File: src/rtl/memop_pkg.sv
package memop_pkg;

  typedef enum logic [1:0] {
    OP_READ  = 2'b00,
    OP_WRITE = 2'b01,
    OP_RMW   = 2'b10,
    OP_NOP   = 2'b11
  } op_e;

  // longest operation, in ticks
  localparam int unsigned MAX_TICKS = 2;
  localparam int unsigned TICK_W    = (MAX_TICKS > 1) ? $clog2(MAX_TICKS) : 1;

  // control levels applied during one tick
  typedef struct packed {
    logic we;
    logic re;
    logic oe;
    logic strobe;
    logic last;
  } tick_ctl_t;

  localparam tick_ctl_t CTL_IDLE = '{we: 1'b0, re: 1'b0, oe: 1'b0, strobe: 1'b0, last: 1'b0};

endpackage

File: src/rtl/memop_tick_table.sv
module memop_tick_table
  import memop_pkg::*;
#(
  parameter int unsigned TW = TICK_W
) (
  input  op_e         op,
  input  logic [TW-1:0] tick,
  output tick_ctl_t   ctl
);

  logic first;
  assign first = (tick == '0);

  always_comb begin
    ctl = CTL_IDLE;
    unique case (op)
      OP_READ: begin
        ctl.re = 1'b1;
        ctl.oe = 1'b1;
        if (!first) begin
          ctl.strobe = 1'b1;
          ctl.last   = 1'b1;
        end
      end
      OP_WRITE: begin
        if (first) begin
          ctl.we = 1'b1;
        end else begin
          ctl.last = 1'b1;
        end
      end
      OP_RMW: begin
        if (first) begin
          ctl.re = 1'b1;
          ctl.oe = 1'b1;
        end else begin
          ctl.we     = 1'b1;
          ctl.strobe = 1'b1;
          ctl.last   = 1'b1;
        end
      end
      default: begin
        ctl.last = 1'b1;
      end
    endcase
  end

endmodule

File: src/rtl/memop_ctrl.sv
module memop_ctrl
  import memop_pkg::*;
#(
  parameter int unsigned AW = 12,
  parameter int unsigned DW = 16,
  parameter int unsigned TW = TICK_W
) (
  input  logic          clk,
  input  logic          rst_n,
  input  logic          req_valid,
  input  logic [1:0]    req_op,
  input  logic [AW-1:0] req_addr,
  input  logic [DW-1:0] req_wdata,
  input  logic          tick_last,
  output logic          req_ready,
  output logic          active,
  output op_e           op_q,
  output logic [TW-1:0] tick_q,
  output logic [AW-1:0] addr_q,
  output logic [DW-1:0] wdata_q,
  output logic          done
);

  typedef enum logic {ST_IDLE, ST_RUN} st_e;

  st_e  state;
  logic accept;

  assign req_ready = (state == ST_IDLE);
  assign active    = (state == ST_RUN);
  assign accept    = req_valid && req_ready;

  always_ff @(posedge clk) begin
    if (!rst_n) begin
      state   <= ST_IDLE;
      op_q    <= OP_NOP;
      tick_q  <= '0;
      addr_q  <= '0;
      wdata_q <= '0;
      done    <= 1'b0;
    end else begin
      done <= 1'b0;
      unique case (state)
        ST_IDLE: begin
          if (accept) begin
            state   <= ST_RUN;
            op_q    <= op_e'(req_op);
            tick_q  <= '0;
            addr_q  <= req_addr;
            wdata_q <= req_wdata;
          end
        end
        default: begin
          if (tick_last) begin
            state <= ST_IDLE;
            done  <= 1'b1;
          end else begin
            tick_q <= tick_q + 1'b1;
          end
        end
      endcase
    end
  end

endmodule

File: src/rtl/memop_capture.sv
module memop_capture #(
  parameter int unsigned DW = 16
) (
  input  logic          clk,
  input  logic          rst_n,
  input  logic          strobe,
  input  logic [DW-1:0] din,
  output logic [DW-1:0] rd_data,
  output logic          rd_valid
);

  always_ff @(posedge clk) begin
    if (!rst_n) begin
      rd_data  <= '0;
      rd_valid <= 1'b0;
    end else begin
      rd_valid <= strobe;
      if (strobe) begin
        rd_data <= din;
      end
    end
  end

endmodule

File: src/rtl/memop_sequencer.sv
module memop_sequencer
  import memop_pkg::*;
#(
  parameter int unsigned ADDR_W = 12,
  parameter int unsigned DATA_W = 16
) (
  input  logic              clk,
  input  logic              rst_n,
  input  logic              req_valid,
  output logic              req_ready,
  input  logic [1:0]        req_op,
  input  logic [ADDR_W-1:0] req_addr,
  input  logic [DATA_W-1:0] req_wdata,
  output logic [ADDR_W-1:0] mem_addr,
  output logic              mem_we,
  output logic              mem_re,
  output logic              mem_oe,
  output logic [DATA_W-1:0] mem_dq_out,
  output logic              mem_dq_oe,
  input  logic [DATA_W-1:0] mem_din,
  output logic              cap_strobe,
  output logic [DATA_W-1:0] rd_data,
  output logic              rd_valid,
  output logic              done
);

  localparam int unsigned TW = TICK_W;

  logic          active;
  op_e           op_q;
  logic [TW-1:0] tick_q;
  logic [DATA_W-1:0] wdata_q;
  tick_ctl_t     ctl;
  logic          last_now;

  assign last_now = active && ctl.last;

  memop_ctrl #(
    .AW(ADDR_W),
    .DW(DATA_W),
    .TW(TW)
  ) u_ctrl (
    .clk       (clk),
    .rst_n     (rst_n),
    .req_valid (req_valid),
    .req_op    (req_op),
    .req_addr  (req_addr),
    .req_wdata (req_wdata),
    .tick_last (last_now),
    .req_ready (req_ready),
    .active    (active),
    .op_q      (op_q),
    .tick_q    (tick_q),
    .addr_q    (mem_addr),
    .wdata_q   (wdata_q),
    .done      (done)
  );

  memop_tick_table #(
    .TW(TW)
  ) u_table (
    .op   (op_q),
    .tick (tick_q),
    .ctl  (ctl)
  );

  // idle levels whenever no tick is in progress
  assign mem_we     = active && ctl.we;
  assign mem_re     = active && ctl.re;
  assign mem_oe     = active && ctl.oe;
  assign cap_strobe = active && ctl.strobe;
  assign mem_dq_oe  = mem_we;
  assign mem_dq_out = wdata_q;

  memop_capture #(
    .DW(DATA_W)
  ) u_cap (
    .clk      (clk),
    .rst_n    (rst_n),
    .strobe   (cap_strobe),
    .din      (mem_din),
    .rd_data  (rd_data),
    .rd_valid (rd_valid)
  );

endmodule

File: config.mk
export PLATFORM = sky130hd
export DESIGN_NAME = memop_sequencer
export DESIGN_NICKNAME = d
export VERILOG_FILES = /design/src/rtl/memop_pkg.sv /design/src/rtl/memop_tick_table.sv /design/src/rtl/memop_ctrl.sv /design/src/rtl/memop_capture.sv /design/src/rtl/memop_sequencer.sv
export SDC_FILE = /design/constraint.sdc
export NUM_CORES = 1
export LEC_CHECK = 0
export CORE_MARGIN = 1
export CORE_UTILIZATION = 38
export CTS_BUF_LIST = sky130_fd_sc_hd__clkbuf_16
export DETAILED_ROUTE_END_ITERATION = 12
export PLACE_DENSITY = 0.86
export SETUP_SLACK_MARGIN = 0.05
export SYNTH_ARGS = -nofsm -noshare
export SYNTH_HDL_FRONTEND = slang
export SYNTH_SLANG_ARGS = --single-unit
File: constraint.sdc
create_clock -name clk -period 1.5 [get_ports clk]
set_input_delay 0.3 -clock clk [delete_from_list [all_inputs] [get_ports clk]]
set_output_delay 0.3 -clock clk [all_outputs]
set_load 0.02 [all_outputs]
Word level (Yosys, flattened, before mapping):

Index checks and enable logic that the tools add are counted.

* register bits: 50
* word-level logic and storage cells: 39
* input bits: 49
* output and inout bits: 52

* muxes and demuxes: 14
* reductions and logical operators: 12
* add/sub/neg operators: 1
* bitwise gates (word level): 1
* equality and inequality tests: 3

Operators with widths (count)
* $mux 1: 9
* $logic_and 1x1->1: 6
* $pmux 3 s2: 1
* $reduce_and 2->1: 3
* $mux 2: 2
* $pmux 1 s2: 2
* $eq 2x1->1 const B: 1
* $eq 2x2->1 const B: 1
* $logic_not 2->1: 1
* $ne 2x2->1 const B: 1
* $reduce_bool 2->1: 1
* $reduce_or 2->1: 1
* $add 1x1->1 const B: 1
* $not 1->1: 1

Logic depth before layout (Yosys ltp):

* word-level depth: 6
* gate-level depth with buffers: 5
* depth with buffers taken out: 3

Cells and area by module:

Synthesis repeated with hierarchy kept, for this count alone.

* cell total of the unflattened synthesis: 205
* area, all modules: 1945.6 sq um

By module, submodules not included
* memop_ctrl: times used 1, area an instance 1208.7 sq um, cells an instance 140, seq. area each 660.6 sq um
* memop_capture: times used 1, area an instance 643.1 sq um, cells an instance 53, seq. area each 340.3 sq um
* memop_tick_table: times used 1, area an instance 55.1 sq um, cells an instance 6, seq. area each 0.0 sq um
* memop_sequencer: times used 1, area an instance 38.8 sq um, cells an instance 6, seq. area each 0.0 sq um

Worst setup path before layout:

No wires, ideal clock.

* path type: reg2out
* start: register u_ctrl.state, in the netlist u_ctrl.active
* end: output port mem_re
* path slack: -0.208 ns
* stages on the path, launching flop included: 4
* data required time: 1.200 ns
* path buffers: 1
* arrival: 1.408 ns
* cells stage by stage: dfxtp_1 > inv_1 > a211oi_1 > buf_4

* longest elaborated chain between the ends: 1

Ends and longest elaborated chain
* from (decl): line memop_ctrl.sv:26 `st_e state;`
* from (signal assigned): line memop_ctrl.sv:35 `state <= ST_IDLE;`
* from (signal assigned): line memop_ctrl.sv:46 `state <= ST_RUN;`
* from (signal assigned): line memop_ctrl.sv:55 `state <= ST_IDLE;`
* $logic_and 1x1->1: line memop_sequencer.sv:69 `assign mem_re = active && ctl.re;`
* to (decl): line memop_sequencer.sv:16 `output logic mem_re,`

Every way passes these cells.

Final worst setup path:

* start: register u_ctrl.tick_q
* end: output port mem_dq_oe

* longest elaborated chain between the ends: 3
* elaborated cells between the ends (all ways): 4
* those cells by class: mux (3); reduce/logical (1)

Ends and longest elaborated chain
* from (decl): line memop_ctrl.sv:18 `output logic [TW-1:0] tick_q,`
* from (signal assigned): line memop_ctrl.sv:58 `tick_q <= tick_q + 1'b1;`
* $mux 1, on equally long branches: line memop_tick_table.sv:33, memop_tick_table.sv:26
* $pmux 1 s2 *: line memop_tick_table.sv:16 `unique case (op)`
* $logic_and 1x1->1 *: line memop_sequencer.sv:68 `assign mem_we = active && ctl.we;`
* to (decl): line memop_sequencer.sv:19 `output logic mem_dq_oe,`

Mark *: on every way between the ends. The rest lies on a longest branch, timed or not.

==> impl_metrics.toml <==
[power]
total_power_mw = 3.10
p_switching_uw = 700
seq_power_share_pct = 45.9
irDropWorstVdd_mv = 0.704
swShare_pct = 22.6
leakagePower_nw = 1.39
clock_power_share_pct = 39.0
p_int_mw = 2.40
cellPowerDensity_nw_per_um2 = 1030
pwr-share-comb_pct = 15.1

[timing]
fin_crit_sh_pct = 99.8
rsz0062_at_grt = "yes"
hold_viol = 0
timing.slew.headroom_pct = 81.9
setup_viol = 0
slew_viol_final = 0
skew_ns = 0.00199
fmax_mhz = 668
min_period_ns = 1.50
setup-tns-final_ns = 0
tightest_slew_ns = 0.271
layout_setup_ws_ns = 0.00253

[drt]
detail-route-antenna-nets = 0
routed_wl_mm = 4.57
firstDrtPassIters = 8
num_vias = 1814
vias_per_cell = 4.79
wl_per_cell_microns = 12.1
drt_iter0_markers = 78
drc_errors = 9

[final_layout]
antenna_cells = 0
regArea_sq_um = 1010
area.growth.synth_to_final_pct = 65.2
multiInputGateArea_sq_um = 712
fill_cells = 397
drive_gt1_share_pct = 10.7
fin_area_sq_um = 3010
final_cells = 379
final_nets = 376

[critical_path]
startpoint_type = "register"
cp_num_buf_inv = 1
crit_arrival_ns = 1.20
required_ns = 1.20
path_max_fanout = 6
crit_type = "reg -> out"
cp_cell_sequence = "nor2_2 -> nand2_1 -> a21oi_2 -> buf_4"
slowest_stage = "dfxtp_4"
crit_family = "flip-flops"
cp-end-kind = "output pin"
slowest_delay_ns = 0.37

[run]
maxCapViolCount = 0

[grt]
grt_max_degree = 34
grt_overflow = 0
grt_usage_pct = 19.0
antenna_found_initial = 0
grt_pass1_vias = 1680
grt_pass1_wl_mm = 7.47

[cts]
postCtsSetupBuffers = 0
cts_made_buffers = 5
htreeDepth = 2
clockBufferDepth = 2
clock_latency_ns = 0.28
path_clk_slew_ns = 0.06
cts_sinks = 50
root_buffer = "clkbuf_16"
cts_tree = "done"
hold_buffers = 0

[place]
gp_congestion = 0.747
dp_hpwl_mm = 3.31
io_buffers = 100
placed_area_sq_um = 2900
dp_cells = 372
dpl_worst_slack_ns = -0.145

[yosys]
synth_warnings = 0
netlist_instances = 226
netlist_area_sq_um = 1820
ys_ff_latch = 50
synthArstFlopShare_pct = 0
netlist_top_cells_count = "78 x nand2_1, 50 x dfxtp_1, 31 x a21oi_1"
yosysSeqAreaShare_pct = 55.0
synth_most_common_cell = "nand2_1"
synth.distinct_cells = 19
synth_edf_count = 0
yosysTopAreaCellShare_pct = 55.0
syn_avg_cell_area_sq_um = 8.05
netlist.top_cell.by_area = "dfxtp_1"
ys_top_cells_by_area = "dfxtp_1 55%, nand2_1 16%, a21oi_1 8.5%"
synth_ff_type = "dfxtp_1"
syn_nets = 275

[floorplan]
core_sq_um = 4470
die-area_sq_um = 5070
rows = 24
dieHeight_microns = 71.2
die_w_microns = 71.2
pin_count = 101
start_util_pct = 40.7

[min_path]
worstHoldPathType = "reg -> reg"

[run_status]
status = "finished, violations left"
violations = "design-rule violations"
==> flip-flops by register name (all words and copies together), names as in the netlist <==
name,count
u_cap.rd_data,16
u_ctrl.op_q,2
u_ctrl.wdata_q,16
u_ctrl.active,1
u_cap.rd_valid,1
u_ctrl.addr_q,12
u_ctrl.done,1
u_ctrl.tick_q,1
==> worst register-to-register path: stages, from the launching register on <==
cell and delay, ns:
dfxtp_1 0.34, buf_4 0.15, nand2b_2 0.19, buf_12 0.19, nand2_1 0.07, a21oi_1 0.15
==> routing by layer <==
| metal | up-vias | GRT usage [%] | share of wire (%) |
|---|---|---|---|
| met1 | 801 | 21.6 | 44 |
| met5 | - | 0 | 0 |
| met4 | 0 | 6.00 | 1.2 |
| met2 | 75 | 31.7 | 45 |
| li1 | 931 | - | - |
| met3 | 7 | 8.55 | 9.7 |
==> power by group through the flow <==
| stage | logic (mW) | registers, mW | clock network (mW) |
|---|---|---|---|
| CTS | 0.471 | 1.42 | 1.25 |
| global placement | 0.496 | 1.44 | 0 |
| finish | 0.468 | 1.42 | 1.21 |
| floorplan | 0.160 | 1.50 | 0 |
| global route | 0.509 | 1.43 | 1.30 |
| detailed placement | 0.502 | 1.45 | 0 |
==> metrics by stage <==
step | utilization (%) | hold WS (ns)
5_1_grt | 67.2 | 0.475
6_report | 67.2 | 0.450
3_5_place_dp | 64.9 | 0.446
2_1_floorplan | - | 0.424
3_3_place_gp | 64.9 | 0.441
4_1_cts | 67.2 | 0.453
==> repair_timing <==
action,4_1_cts,5_1_grt
pin swaps,2,1
resized for setup,79,3
endpoints found under the setup margin,52,4
==> kinds of logic after synthesis <==
group	synth area share, %
DFF	55.0
and+or+nand+nor	24.2
AOI/OAI and AO/OA	13.8
buffers and inverters	7.01
==> cell type report <==
| class | instances | share of cell area [%] |
|---|---|---|
| Tap cell | 52 | 2.16 |
| Sequential cell | 50 | 33.6 |
| Timing Repair Buffer | 113 | 34.9 |
| Clock inverter | 2 | 1.12 |
| Clock buffer | 5 | 4.16 |
| Inverter | 3 | 0.375 |
| Multi-Input combinational cell | 154 | 23.7 |
==> path summary, 6_finish.rpt <==
kind              depth (start not counted)  slack (ns)               start                  to
setup / recovery                          4       0.003       u_ctrl.tick_q           mem_dq_oe
hold / removal                            2        0.45  u_ctrl.wdata_q[10]  u_ctrl.wdata_q[10]
setup reg to reg                          5        0.34       u_ctrl.active    u_ctrl.addr_q[6]
hold reg to reg                           2        0.45  u_ctrl.wdata_q[10]  u_ctrl.wdata_q[10]
==> placed cells by master, fill, tap and decap left out, drive strengths merged <==
master          n
a211oi          1
a21oi          31
a22oi           1
buf            18
bufinv          1
clkbuf          6
clkdlybuf4s50  48
clkinv          1
dfxtp          50
dlygate4sd2    46
inv             3
nand2          78
nand2b          1
nand3          18
nand3b          3
nor2            3
nor2b           1
nor3            1
o21ai          16
No activity file was read; power rests on OpenSTA's default activity.
